--- src/rtl/lt_pkg.sv ---
`timescale 1ns/1ps
package lt_pkg;
    localparam int LANES      = 4;
    localparam int STAT_BYTES = 6;
    localparam int STAT_W     = 8 * STAT_BYTES;
    localparam int ADDR_W     = 20;
    localparam int LEN_W      = 3;
    localparam int WDATA_W    = 8 * LANES;
    localparam int LCNT_W     = 3;

    localparam logic [ADDR_W-1:0] ADDR_PATTERN  = 20'h00102;
    localparam logic [ADDR_W-1:0] ADDR_LANE_SET = 20'h00103;
    localparam logic [ADDR_W-1:0] ADDR_STATUS   = 20'h00202;
    localparam int ADJ_BYTE   = 4;
    localparam int ALIGN_BYTE = 2;
    localparam logic [1:0] LVL_MAX = 2'd3;

    typedef enum logic [1:0] {
        PAT_OFF = 2'd0,
        PAT_CR  = 2'd1,
        PAT_EQ  = 2'd2
    } pattern_e;

    typedef enum logic [1:0] {
        FC_AUX      = 2'd0,
        FC_STALL    = 2'd1,
        FC_MAXSWING = 2'd2,
        FC_EQ       = 2'd3
    } fail_e;

    typedef struct packed {
        logic       max_pre;
        logic [1:0] pre;
        logic       max_swing;
        logic [1:0] swing;
    } drive_t;

    typedef enum logic [3:0] {
        S_IDLE, S_CR_PAT, S_CR_SET, S_CR_WAIT, S_CR_READ, S_CR_EVAL,
        S_EQ_PAT, S_EQ_WAIT, S_EQ_READ, S_EQ_EVAL, S_OFF
    } state_e;

    // Low three flag bits of one lane's status nibble.
    function automatic logic [2:0] lane_flags(logic [STAT_W-1:0] st, int lane);
        return st[8*(lane >> 1) + 4*(lane & 1) +: 3];
    endfunction

    function automatic logic [7:0] adj_byte(logic [STAT_W-1:0] st, int lane);
        return st[8*(ADJ_BYTE + (lane >> 1)) +: 8];
    endfunction

    function automatic logic [1:0] req_swing(logic [STAT_W-1:0] st, int lane);
        logic [7:0] b;
        b = adj_byte(st, lane);
        return (lane & 1) != 0 ? b[5:4] : b[1:0];
    endfunction

    function automatic logic [1:0] req_pre(logic [STAT_W-1:0] st, int lane);
        logic [7:0] b;
        b = adj_byte(st, lane);
        return (lane & 1) != 0 ? b[7:6] : b[3:2];
    endfunction

    function automatic logic [7:0] drive_byte(drive_t d);
        return {2'b00, d};
    endfunction

    // Normalised active lane count: 4, 2 or 1.
    function automatic logic [LCNT_W-1:0] norm_count(logic [LCNT_W-1:0] c);
        if (c >= 3'd4)      return 3'd4;
        else if (c >= 3'd2) return 3'd2;
        else                return 3'd1;
    endfunction

    function automatic logic [LANES-1:0] mask_of(logic [LCNT_W-1:0] c);
        logic [LANES-1:0] m;
        for (int i = 0; i < LANES; i++) m[i] = (i < int'(c));
        return m;
    endfunction
endpackage

--- src/rtl/lt_wait_timer.sv ---
`timescale 1ns/1ps
module lt_wait_timer #(
    parameter int CNT_W = 18
) (
    input  logic             clk,
    input  logic             rst,
    input  logic             load,
    input  logic [CNT_W-1:0] load_val,
    output logic             expired
);
    logic [CNT_W-1:0] cnt;
    logic             running;

    always_ff @(posedge clk) begin
        if (rst) begin
            cnt     <= '0;
            running <= 1'b0;
        end else if (load) begin
            cnt     <= load_val;
            running <= 1'b1;
        end else if (running && cnt != '0) begin
            cnt <= cnt - 1'b1;
        end
    end

    assign expired = running && (cnt == '0);
endmodule

--- src/rtl/lt_status_decode.sv ---
`timescale 1ns/1ps
module lt_status_decode
    import lt_pkg::*;
(
    input  logic [STAT_W-1:0] status,
    input  logic [LANES-1:0]  lane_mask,
    output logic              cr_ok,
    output logic              eq_ok,
    output drive_t            next_drive
);
    logic [LANES-1:0] cr_hit;
    logic [LANES-1:0] eq_hit;
    logic [1:0]       sw_req [LANES];
    logic [1:0]       pr_req [LANES];
    logic [1:0]       sw_max;
    logic [1:0]       pr_max;

    for (genvar g = 0; g < LANES; g++) begin : g_lane
        logic [2:0] flags;
        assign flags     = lane_flags(status, g);
        assign cr_hit[g] = ~lane_mask[g] | flags[0];
        assign eq_hit[g] = ~lane_mask[g] | (&flags);
        assign sw_req[g] = lane_mask[g] ? req_swing(status, g) : 2'd0;
        assign pr_req[g] = lane_mask[g] ? req_pre(status, g)   : 2'd0;
    end

    always_comb begin
        sw_max = 2'd0;
        pr_max = 2'd0;
        for (int i = 0; i < LANES; i++) begin
            if (sw_req[i] > sw_max) sw_max = sw_req[i];
            if (pr_req[i] > pr_max) pr_max = pr_req[i];
        end
    end

    assign cr_ok = &cr_hit;
    assign eq_ok = status[8*ALIGN_BYTE] & (&eq_hit);

    assign next_drive.swing     = sw_max;
    assign next_drive.max_swing = (sw_max == LVL_MAX);
    assign next_drive.pre       = pr_max;
    assign next_drive.max_pre   = (pr_max == LVL_MAX);

    logic unused_status_bits;
    assign unused_status_bits = ^{status[31:17], status[15], status[11],
                                  status[7], status[3]};
endmodule

--- src/rtl/link_trainer.sv ---
`timescale 1ns/1ps
module link_trainer
    import lt_pkg::*;
#(
    parameter int CR_WAIT_CYC = 200000,
    parameter int EQ_WAIT_CYC = 80000,
    parameter int STALL_LIMIT = 5,
    parameter int EQ_TRIES    = 5
) (
    input  logic                clk,
    input  logic                rst,
    input  logic                start,
    input  logic [2:0]          lane_count,
    output logic                aux_req,
    output logic                aux_write,
    output logic [19:0]         aux_addr,
    output logic [2:0]          aux_len,
    output logic [31:0]         aux_wdata,
    input  logic                aux_ack,
    input  logic                aux_err,
    input  logic [47:0]         aux_rdata,
    output logic [31:0]         lane_drive,
    output logic [1:0]          tx_pattern,
    output logic                done,
    output logic                fail,
    output logic [1:0]          fail_code
);
    localparam int WAIT_MAX = (CR_WAIT_CYC > EQ_WAIT_CYC) ? CR_WAIT_CYC : EQ_WAIT_CYC;
    localparam int TMR_W    = $clog2(WAIT_MAX + 1);
    localparam int STALL_W  = $clog2(STALL_LIMIT + 1);
    localparam int EQC_W    = $clog2(EQ_TRIES + 1);

    state_e              state;
    drive_t              drive;
    logic [LCNT_W-1:0]   act_cnt;
    logic [STAT_W-1:0]   status_q;
    logic [STALL_W-1:0]  stall_cnt;
    logic [1:0]          prev_swing;
    logic                prev_valid;
    logic [EQC_W-1:0]    eq_cnt;

    logic                cr_ok;
    logic                eq_ok;
    drive_t              adj_drive;
    logic                tmr_load;
    logic [TMR_W-1:0]    tmr_val;
    logic                tmr_done;
    logic                ack_ok;

    lt_status_decode u_decode (
        .status     (status_q),
        .lane_mask  (mask_of(act_cnt)),
        .cr_ok      (cr_ok),
        .eq_ok      (eq_ok),
        .next_drive (adj_drive)
    );

    lt_wait_timer #(.CNT_W(TMR_W)) u_timer (
        .clk      (clk),
        .rst      (rst),
        .load     (tmr_load),
        .load_val (tmr_val),
        .expired  (tmr_done)
    );

    assign ack_ok = aux_ack && !aux_err;

    // Timer restarts after the lane-set write, the pattern-2 write, and a
    // failing equalization round that will retry.
    always_comb begin
        tmr_load = 1'b0;
        tmr_val  = TMR_W'(EQ_WAIT_CYC - 1);
        case (state)
            S_CR_SET: begin
                tmr_load = ack_ok;
                tmr_val  = TMR_W'(CR_WAIT_CYC - 1);
            end
            S_EQ_PAT:  tmr_load = ack_ok;
            S_EQ_EVAL: tmr_load = !eq_ok && (eq_cnt != EQC_W'(EQ_TRIES - 1));
            default: ;
        endcase
    end

    // Request fields come straight from the state, so they stay stable
    // until the acknowledge moves the state on.
    always_comb begin
        aux_req   = 1'b0;
        aux_write = 1'b0;
        aux_addr  = '0;
        aux_len   = '0;
        aux_wdata = '0;
        case (state)
            S_CR_PAT, S_EQ_PAT, S_OFF: begin
                aux_req   = 1'b1;
                aux_write = 1'b1;
                aux_addr  = ADDR_PATTERN;
                aux_len   = 3'd1;
                aux_wdata = {24'd0, 6'd0,
                             (state == S_CR_PAT) ? PAT_CR :
                             (state == S_EQ_PAT) ? PAT_EQ : PAT_OFF};
            end
            S_CR_SET: begin
                aux_req   = 1'b1;
                aux_write = 1'b1;
                aux_addr  = ADDR_LANE_SET;
                aux_len   = act_cnt;
                aux_wdata = {LANES{drive_byte(drive)}};
            end
            S_CR_READ, S_EQ_READ: begin
                aux_req  = 1'b1;
                aux_addr = ADDR_STATUS;
                aux_len  = 3'(STAT_BYTES);
            end
            default: ;
        endcase
    end

    always_ff @(posedge clk) begin
        if (rst) begin
            state      <= S_IDLE;
            drive      <= '0;
            act_cnt    <= 3'd1;
            status_q   <= '0;
            stall_cnt  <= '0;
            prev_swing <= '0;
            prev_valid <= 1'b0;
            eq_cnt     <= '0;
            tx_pattern <= PAT_OFF;
            done       <= 1'b0;
            fail       <= 1'b0;
            fail_code  <= FC_AUX;
        end else begin
            if (aux_req && aux_ack && aux_err) begin
                fail       <= 1'b1;
                fail_code  <= FC_AUX;
                tx_pattern <= PAT_OFF;
                state      <= S_IDLE;
            end else begin
                case (state)
                    S_IDLE: if (start) begin
                        done       <= 1'b0;
                        fail       <= 1'b0;
                        fail_code  <= FC_AUX;
                        act_cnt    <= norm_count(lane_count);
                        drive      <= '0;
                        stall_cnt  <= '0;
                        prev_valid <= 1'b0;
                        eq_cnt     <= '0;
                        tx_pattern <= PAT_CR;
                        state      <= S_CR_PAT;
                    end
                    S_CR_PAT:  if (aux_ack) state <= S_CR_SET;
                    S_CR_SET:  if (aux_ack) state <= S_CR_WAIT;
                    S_CR_WAIT: if (tmr_done) state <= S_CR_READ;
                    S_CR_READ: if (aux_ack) begin
                        status_q <= aux_rdata;
                        state    <= S_CR_EVAL;
                    end
                    S_CR_EVAL: begin
                        if (cr_ok) begin
                            tx_pattern <= PAT_EQ;
                            state      <= S_EQ_PAT;
                        end else if (drive.max_swing) begin
                            fail       <= 1'b1;
                            fail_code  <= FC_MAXSWING;
                            tx_pattern <= PAT_OFF;
                            state      <= S_IDLE;
                        end else if (prev_valid && drive.swing == prev_swing &&
                                     stall_cnt == STALL_W'(STALL_LIMIT - 1)) begin
                            fail       <= 1'b1;
                            fail_code  <= FC_STALL;
                            tx_pattern <= PAT_OFF;
                            state      <= S_IDLE;
                        end else begin
                            if (prev_valid && drive.swing == prev_swing)
                                stall_cnt <= stall_cnt + 1'b1;
                            else
                                stall_cnt <= '0;
                            prev_swing <= drive.swing;
                            prev_valid <= 1'b1;
                            drive      <= adj_drive;
                            state      <= S_CR_SET;
                        end
                    end
                    S_EQ_PAT:  if (aux_ack) state <= S_EQ_WAIT;
                    S_EQ_WAIT: if (tmr_done) state <= S_EQ_READ;
                    S_EQ_READ: if (aux_ack) begin
                        status_q <= aux_rdata;
                        state    <= S_EQ_EVAL;
                    end
                    S_EQ_EVAL: begin
                        if (eq_ok) begin
                            tx_pattern <= PAT_OFF;
                            state      <= S_OFF;
                        end else if (eq_cnt == EQC_W'(EQ_TRIES - 1)) begin
                            fail       <= 1'b1;
                            fail_code  <= FC_EQ;
                            tx_pattern <= PAT_OFF;
                            state      <= S_IDLE;
                        end else begin
                            eq_cnt <= eq_cnt + 1'b1;
                            drive  <= adj_drive;
                            state  <= S_EQ_WAIT;
                        end
                    end
                    S_OFF: if (aux_ack) begin
                        done  <= 1'b1;
                        state <= S_IDLE;
                    end
                    default: state <= S_IDLE;
                endcase
            end
        end
    end

    assign lane_drive = {LANES{drive_byte(drive)}};
endmodule

--- config.mk ---
export PLATFORM = sky130hd
export DESIGN_NAME = link_trainer
export DESIGN_NICKNAME = d
export VERILOG_FILES = /design/src/rtl/lt_pkg.sv /design/src/rtl/lt_wait_timer.sv /design/src/rtl/lt_status_decode.sv /design/src/rtl/link_trainer.sv
export SDC_FILE = /design/constraint.sdc
export NUM_CORES = 1
export LEC_CHECK = 0
export ABC_AREA = 0
export BUFFER_PORTS_ARGS = -buffer_cell sky130_fd_sc_hd__buf_2
export CELL_PAD_IN_SITES_DETAIL_PLACEMENT = 1
export CELL_PAD_IN_SITES_GLOBAL_PLACEMENT = 1
export CORE_MARGIN = 3
export CORE_UTILIZATION = 40
export CTS_CLUSTER_DIAMETER = 100
export CTS_CLUSTER_SIZE = 25
export DETAILED_ROUTE_END_ITERATION = 7
export GPL_TIMING_DRIVEN = 0
export HOLD_SLACK_MARGIN = 0.1
export PLACE_DENSITY = 0.85
export SLEW_MARGIN = 20
export SYNTH_ARGS = -nofsm -noshare
export SYNTH_HDL_FRONTEND = slang
export SYNTH_SLANG_ARGS = --single-unit
--- constraint.sdc ---
create_clock -name clk -period 10.9 [get_ports clk]
set_input_delay 1.09 -clock clk [delete_from_list [all_inputs] [get_ports clk]]
set_output_delay 1.09 -clock clk [all_outputs]
set_load 0.02 [all_outputs]
After elaboration in Yosys (flattened, before gate mapping)
Index checks and enable logic that the tools add are counted.
W data, S select, Z words.
{ "classes": {"addsub": 3, "n_lt_le_gt_ge": 14, "eq_ne": 39, "muxes": 88, "n_bitwise": 17, "n_reduce_logical": 43} }
{ "op_table": {"columns": ["op", "count"], "rows": [
  ["$mux W2", 33],
  ["$pmux W30 S2", 1],
  ["$mux W18", 3],
  ["$pmux W4 S11", 1],
  ["$mux W4", 10],
  ["$mux W6", 6],
  ["$mux W3", 10],
  ["$ne A2 B2 Y1 const B", 15],
  ["$pmux W10 S3", 1],
  ["$reduce_and A6 Y1", 4],
  ["$ne A3 B3 Y1 const B", 7],
  ["$logic_not A18 Y1", 1],
  ["$pmux W6 S3", 1],
  ["$reduce_and A3 Y1", 6],
  ["$reduce_bool A18 Y1", 1],
  ["$sub A18 B1 Y18 const B", 1],
  ["$eq A4 B3 Y1 const B", 4],
  ["$reduce_and A4 Y1", 4],
  ["$mux W1", 13],
  ["$eq A4 B4 Y1 const B", 3],
  ["$gt A2 B2 Y1", 6],
  ["$pmux W2 S3", 2],
  ["$pmux W3 S2", 2],
  ["$reduce_and A5 Y1", 2],
  ["30 further kinds", 67]
]} }
{ "totals": {"ff_bits": 95, "in_bits": 56, "elab_cells": 221} }

Depth between registers and ports, before layout
Gate-level depths: netlist of run 1.
{ "depth": {"word_depth": 15, "ltp_mapped": 20, "ltp_nobuf": 19} }

Cells and area by module
Synthesis of run 1 repeated with hierarchy kept, for this count alone.
{ "hier_totals": {"hier_cells": 705, "hier_area_um2": 5597.9} }
{ "modules_own_cells": {"columns": ["mod", "instances", "cells_each", "area_per_inst_um2"], "rows": [
  ["link_trainer", 1, 495, 3901.2],
  ["lt_wait_timer", 1, 130, 1122.3],
  ["lt_status_decode", 1, 80, 574.3]
]} }

Least setup slack after synthesis of run 1
OpenSTA, ideal clock, no wires.
{ "synth_timing": {"path_kind": "flip-flop to flip-flop", "startpoint": "register act_cnt[1]", "endpoint": "register drive, in the netlist lane_drive[2]", "setup_time_ns": 0.059, "t_arrival_ns": 3.776, "required_time_ns": 10.841, "slack_ns": 7.065, "path_stages_with_launch": 19, "synth_period_minus_slack_ns": 3.835, "path_cell_list": "dfxtp_1 buf_4 or3_1 nand2_1 ha_1 nor2b_1 o21ai_0 mux2_2 inv_1 ha_1 a221oi_1 a21oi_1 ha_1 nand2b_1 o21ai_0 mux2_2 a31o_2 nor4_1 a31o_1"} }
{ "synth_between": {"elab_chain_cells": 15} }
{ "synth_lines": {"columns": ["element", "line_no", "text"], "rows": [
  ["start: declaration", "link_trainer.sv:35", "logic [LCNT_W-1:0] act_cnt;"],
  ["start signal: assignment", "link_trainer.sv:144", "act_cnt <= norm_count(lane_count);"],
  ["$lt A1 B3 Y1", "lt_pkg.sv:77", "for (int i = 0; i < LANES; i++) m[i] = (i < int'(c));"],
  ["$mux W2", "lt_status_decode.sv:23", "assign sw_req[g] = lane_mask[g] ? req_swing(status, g) : 2'd0;"],
  ["$gt A2 B1 Y1", "lt_status_decode.sv:31", "if (sw_req[i] > sw_max) sw_max = sw_req[i];"],
  ["$mux W2", "lt_status_decode.sv:31", null],
  ["$gt A2 B2 Y1", "lt_status_decode.sv:31", null],
  ["$mux W2", "lt_status_decode.sv:31", null],
  ["$gt A2 B2 Y1", "lt_status_decode.sv:31", null],
  ["$mux W2", "lt_status_decode.sv:31", null],
  ["$gt A2 B2 Y1", "lt_status_decode.sv:31", null],
  ["$mux W2", "lt_status_decode.sv:31", null],
  ["$eq A2 B2 Y1", "lt_status_decode.sv:40", "assign next_drive.max_swing = (sw_max == LVL_MAX);"],
  ["$mux W6", "link_trainer.sv:168", "end else if (prev_valid && drive.swing == prev_swing &&"],
  ["$mux W6", "link_trainer.sv:163", "end else if (drive.max_swing) begin"],
  ["$mux W6", "link_trainer.sv:160", "if (cr_ok) begin"],
  ["$pmux W6 S3", "link_trainer.sv:139", "case (state)"],
  ["end signal: assignment", "link_trainer.sv:181", "drive <= adj_drive;"],
  ["end signal: assignment", "link_trainer.sv:202", "drive <= adj_drive;"],
  ["end: declaration", "link_trainer.sv:34", "drive_t drive;"]
]} }
Several ways; a longest one is shown, not always the timed one. The select of a mux whose other input is x is not followed.
A chain may end at the register's enable or synchronous reset.

Final worst setup path of run 1
Ends and elaborated chain as after synthesis.

==> run summary, run 1 <==
Via count -> 4641
Worst Path Arrival -> 4.70 ns
Placed Instances -> 887
Max VDD drop -> 84.6 uV
Die area -> 0.0133 mm2
Post-CTS Resized -> 0
Die X -> 115 um
Most used DFF post-synth -> dfxtp_1
Rel. slew slack -> 46.7%
Starting Density -> 41.3%
Leakage power -> 0.00278 uW
EDFF count, synth -> 0
Status -> completed
Hpwl dp -> 11.3 mm
Hold_buf cts -> 0
Mapped Cells -> 616
Number of cells on the worst reg-to-reg path -> 18
GP Congestion -> 0.878
Setup TNS -> 0 ns
Final setup viols -> 0
Initial DRC count -> 111
Synth cell types -> 71
Final hold violations -> 0
R2r startpoint -> act_cnt[1]$_SDFFE_PP0P_
Initial antenna violation count -> 0
Synth Warn # -> 0
Per-cell routed wire length -> 16.3 um
Postcts setup bufs -> 0
Ranking of synthesized cells by area -> dfxtp_1 32%, buf_4 11%, nand2_1 8.6%
Diodes inserted -> 0
Final Max Tran Viols -> 0
Sequential Area -> 0.00152 mm2
Setup crit end kind -> register
Post-Route WL -> 14.7 mm
I/O Buffers -> 97
First-pass GRT wire length -> 23.7 mm
IO Count -> 151
Req. time, crit path -> 11.19 ns
RSZ-0062 raised after global routing -> no
Area grow syn2layout -> 22.6%
Clk slew on worst S/H paths -> 0.06 ns
Area leader, netlist -> dfxtp_1
Multi-input combinational cell area -> 0.00263 mm2
Layout Cells excl Fill -> 903
Row cnt -> 39
Synth Register Bits -> 76
Place WS -> 6.57 ns
CTS Root Cell -> clkbuf_16
Crit share post-route -> 40.5%
Clk buf depth -> 2
Overall Power -> 1070 uW
Skew final -> 0.00577 ns
Worst Path Max Fanout -> 10
Die Span Y -> 115 um
R2R Setup Slk -> 6.49 ns
Vias in the first global route -> 4829
Fill cells -> 1504
CP startpoint -> act_cnt[1]$_SDFFE_PP0P_
NumNets Final -> 834
R2R Path End -> lane_drive[2]$_SDFFE_PP0P_
CTS Buf Count -> 9
Mapped Area -> 0.00477 mm2
Max-cap violations -> 0
Asr flop ratio synth -> 0%
Setup crit end -> lane_drive[2]$_SDFFE_PP0P_
WHS -> 0.458 ns
Mean Syn Cell Area -> 7.75 um2
Vias per cell -> 5.14
Drt drc -> 0
Largest net degree at the start of global routing -> 12
Worst-Skew Late Latency -> 0.34 ns
Layout cells sized above 1 -> 27.9%
Total Routing Usage GR -> 22.3%
Worst Hold Class -> register to register
CP Launch Type -> register
H-tree depth -> 3
Worst Tran Pin Value -> 0.794 ns
Post-route ant nets -> 0
Setup CP Type -> register to register
CTS tree -> done
Yosys top cell area share -> 31.9%
Post-layout min period -> 4.41 ns
Core Area -> 0.0116 mm2
Power Density -> 182 mW/mm2
DRT Pass-1 Iters -> 4
Final setup margin -> 6.49 ns
Maximum clock rate -> 227 MHz
Aggregate global routing overflow -> 0
# clock sinks -> 76
Seq/Total Area, Yosys -> 31.9%
worst max-delay path, cell delays in order, from the launching register on:
cell and delay (ns):
dfxtp_1 0.32, buf_4 0.17, or3_1 0.45, nand2_1 0.14, ha_1 0.24, nor2b_1 0.13, o21ai_0 0.17, mux2_2 0.38
inv_1 0.07, ha_1 0.24, a221oi_1 0.37, a21oi_1 0.10, ha_1 0.30, nand2b_1 0.07, o21ai_0 0.13, mux2_2 0.37
a31o_2 0.24, nor4_1 0.31, a31o_1 0.15
logic make-up (layout without fill, tap and decap cells):
kind of cell / after synthesis / in the layout / share of synthesized area (%)
buffers and inverters: 122 / 235 / 15.4
XOR/XNOR: 19 / 19 / 3.49
multiplexers: 12 / 12 / 2.91
adder cells (fa/ha/maj): 23 / 23 / 6.03
other: 1 / 32 / 0.0785
AO/OA/AOI/OAI: 126 / 126 / 16.4
flip-flops: 76 / 76 / 31.9
AND/OR/NAND/NOR: 237 / 237 / 23.9
sequential cells by signal, summed over array words and instances, names as in the netlist:
register and cells:
u_timer.running 1, fail 1, eq_cnt 3, status_q 29, u_timer.cnt 18, state 4
done 1, prev_valid 1, lane_drive 6, fail_code 2, tx_pattern 2, prev_swing 2
act_cnt 3, stall_cnt 3
per-stage QoR:
| step | util, % | area, um2 |
|---|---|---|
| CTS | 50.6 | 5850 |
| detailed placement | 48.0 | 5560 |
| finish | 50.6 | 5850 |
| global placement | 48.0 | 5560 |
| floorplan | - | 4890 |
| global route | 50.6 | 5850 |
power breakdown:
part	internal, uW	total, uW	leakage, uW	switching (uW)
logic	153	431	0.00202	278
clock network	190	307	0.000144	117
registers	304	329	0.000615	24.5
total	648	1070	0.00278	419
layer usage:
metal  GRT usage (%)  routed length, um
met1            26.1               6080
met2            39.9               7430
met3            4.47                841
met4            8.76                331
met5               0                  0
Yosys cell counts, drive strengths merged, types with 10 or more instances:
master and number:
and3 10, o21ai 18, xnor2 13, nand2 110, nand3 11, nor2b 11
dfxtp 76, inv 28, ha 23, clkbuf 17, nor3 24, nor2 34
a21oi 60, buf 77
cells in the final DEF, fill, tap and decap left out, types with 7 or more instances in the layout:
master / count
nand2_1: 110
dfxtp_1: 76
ha_1: 23
inv_1: 26
buf_4: 68
nor3_1: 21
conb_1: 32
clkbuf_16: 9
nand3_1: 11
a21oi_1: 60
clkbuf_1: 21
nor2b_1: 11
a31oi_1: 7
xnor2_1: 13
buf_2: 103
and3_1: 10
nor2_1: 32
o21ai_0: 13
final cells by class:
cell class	instances	area share, %
Buffer	94	10.8
Tap cell	143	3.06
Clock inverter	1	0.513
Timing Repair Buffer	97	8.29
Inverter	28	1.80
Multi-Input combinational cell	449	45.0
Clock buffer	15	4.57
Sequential cell	76	26.0
how the worst min path moves through the flow:
| stage | startpoint | endpoint | depth (start not counted) |
|---|---|---|---|
| after floorplan | status_q[36]$_SDFFE_PP0P_ | status_q[36]$_SDFFE_PP0P_ | 2 |
| after global placement | status_q[36]$_SDFFE_PP0P_ | status_q[36]$_SDFFE_PP0P_ | 2 |
| after detailed placement | status_q[38]$_SDFFE_PP0P_ | status_q[38]$_SDFFE_PP0P_ | 2 |
| after CTS | status_q[38]$_SDFFE_PP0P_ | status_q[38]$_SDFFE_PP0P_ | 2 |
| after global routing | fail_code[1]$_SDFFE_PP0P_ | fail_code[1]$_SDFFE_PP0P_ | 2 |
| final | status_q[1]$_SDFFE_PP0P_ | status_q[1]$_SDFFE_PP0P_ | 2 |
(Power assumes the default switching activity.)
==> run 2, diff against run 1 <==
- CORE_UTILIZATION: 40 -> 37
- PLACE_DENSITY: 0.85 -> 0.79
- clock period: 10.9 -> 4.55 ns (I/O delays scaled with it)
==> run summary, run 2 (synthesis gave the netlist of run 1 again) <==
Initial antenna violation count -> 0 (unchanged)
Worst Path Arrival -> 4.53 ns (-0.17 ns)
Max-cap violations -> 0 (unchanged)
Worst Hold Class -> input port to register
DRT Pass-1 Iters -> 4 (unchanged)
Multi-input combinational cell area -> 0.00265 mm2 (+0.43%)
Worst-Skew Late Latency -> 0.35 ns (about the same)
Final hold violations -> 0 (unchanged)
Setup CP Type -> register to register
Status -> completed
CTS Root Cell -> clkbuf_16
Post-layout min period -> 4.24 ns (-0.171 ns)
Hold path cells -> 3 (+1)
First-pass GRT wire length -> 23.7 mm (about the same)
Worst Path Max Fanout -> 10 (unchanged)
Sequential Area -> 0.00152 mm2 (unchanged)
Area grow syn2layout -> 22.9%
Layout cells sized above 1 -> 28.3% (+0.43 points)
I/O Buffers -> 97 (unchanged)
NumNets Final -> 834 (unchanged)
GP Congestion -> 0.867 (-1.2%)
Fill cells -> 1618 (+7.6%)
# clock sinks -> 76 (unchanged)
Hpwl dp -> 11.3 mm (+0.11%)
Die X -> 120 um (+3.8%)
Post-route ant nets -> 0 (unchanged)
Via count -> 4616 (-0.54%)
Crit share post-route -> 93.2% (+53 points)
Most frequent cells in the layout -> 110 x nand2_1, 103 x buf_2, 76 x dfxtp_1
R2R Setup Slk -> 0.31 ns (-6.18 ns)
Largest net degree at the start of global routing -> 12 (unchanged)
IO Count -> 151 (unchanged)
Starting Density -> 38.8% (-2.5 points)
Overall Power -> 2480 uW (+130%)
Initial DRC count -> 251 (+130%)
H-tree depth -> 3 (unchanged)
Largest register FFs -> 29 (unchanged)
Cell area after layout -> 0.00587 mm2 (+0.26%)
Number of cells on the worst reg-to-reg path -> 18 (unchanged)
Vias per cell -> 4.98 (-3.1%)
Placement Cell Area -> 0.00559 mm2 (+0.56%)
Rel. slew slack -> 47.3% (+0.62 points)
Drt drc -> 0 (unchanged)
Post-Route WL -> 14.4 mm (-1.8%)
CTS tree -> done
Row cnt -> 40 (+2.6%)
Setup TNS -> 0 ns (unchanged)
Most common cell after layout, fill and taps aside -> nand2_1
CTS Buf Count -> 9 (unchanged)
Final Max Tran Viols -> 0 (unchanged)
Clk buf depth -> 2 (unchanged)
Diodes inserted -> 0 (unchanged)
Die Span Y -> 120 um (+3.8%)
Total Routing Usage GR -> 20.3% (-2.0 points)
Maximum clock rate -> 236 MHz (+4.0%)
Aggregate global routing overflow -> 0 (unchanged)
Setup crit end kind -> register
Final setup viols -> 0 (unchanged)
Largest Register -> status_q
Postcts setup bufs -> 0 (unchanged)
Req. time, crit path -> 4.84 ns (-6.35 ns)
Clk slew on worst S/H paths -> 0.06 ns (about the same)
Per-cell routed wire length -> 15.6 um (-4.4%)
CP Launch Type -> register
Max VDD drop -> 317 uV (+270%)
Leakage power -> 0.00277 uW (-0.33%)
Worst Tran Pin Value -> 0.785 ns (-0.00929 ns)
Hold_buf cts -> 0 (unchanged)
Vias in the first global route -> 4875 (+0.95%)
Power Density -> 423 mW/mm2 (+130%)
Core Area -> 0.0123 mm2 (+6.5%)
Skew final -> 0.00655 ns (+0.000780 ns)
Die area -> 0.0143 mm2 (+7.7%)
==> run 2: changes by cell type in the layout (fill, tap and decap cells not counted), sizes merged <==
cell	before	now
bufinv	1	0
clkbuf	32	30
clkinv	0	2
==> run 2: worst paths after layout <==
kind	startpoint	end
worst min-delay path	aux_rdata[41]	status_q[41]$_SDFFE_PP0P_
worst max register to register	act_cnt[1]$_SDFFE_PP0P_	lane_drive[2]$_SDFFE_PP0P_
worst max-delay path	act_cnt[1]$_SDFFE_PP0P_	lane_drive[2]$_SDFFE_PP0P_
worst min register to register	fail_code[1]$_SDFFE_PP0P_	fail_code[1]$_SDFFE_PP0P_
==> run 2: area by class of cell <==
class | count | share of cell area [%]
clock inverters | 2 | 0.171
inverters | 28 | 1.79
plain buffers | 94 | 10.7
flip-flops and latches | 76 | 25.9
repair buffers | 97 | 8.27
clock buffers | 13 | 4.43
multi-input cells | 449 | 45.1
well taps | 168 | 3.58
==> run 2: routing by layer <==
layer  GRT usage, %  wire length [um]  up-vias
li1               -                 -     2278
met1           23.4              6030     2223
met2           36.8              7420       99
met3           5.47               771       16
met4           5.94               194        0
met5              0                 0        -
==> run 2: metrics by stage <==
| stage | instances | util (%) | hold slack [ns] | setup WS, ns |
|---|---|---|---|---|
| finish | 927 | 47.7 | 0.345 | 0.307 |
| global route | 927 | 47.7 | 0.350 | -0.00259 |
| CTS | 927 | 47.6 | 0.338 | 0.203 |
| detailed placement | 912 | 45.4 | 0.450 | 0.232 |
| global placement | 912 | 45.4 | 0.443 | 0.437 |
| floorplan | 647 | - | 0.433 | 0.715 |
==> run 2: worst max-delay path: stages (launching register included) <==
cell	delay [ns]
dfxtp_1	0.31
buf_4	0.17
or3_4	0.41
nand2_1	0.11
ha_1	0.24
nor2b_1	0.13
o21ai_0	0.18
mux2_2	0.40
inv_1	0.07
ha_1	0.25
a221oi_2	0.33
a21oi_1	0.08
ha_1	0.28
nand2b_1	0.05
o21ai_0	0.13
mux2_2	0.38
a31o_2	0.23
nor4_1	0.31
a31o_1	0.14
==> run 2: where the power goes <==
group | switching, uW | leakage [uW] | internal [uW]
combinational | 658 | 0.00202 | 369
sequential | 57.1 | 0.000615 | 729
clock | 274 | 0.000135 | 394
==> run 2: what timing repair did <==
action | CTS | global route
setup endpoints to repair | 0 | 1
gates resized for setup | 0 | 2
hold endpoints to repair | 0 | 0
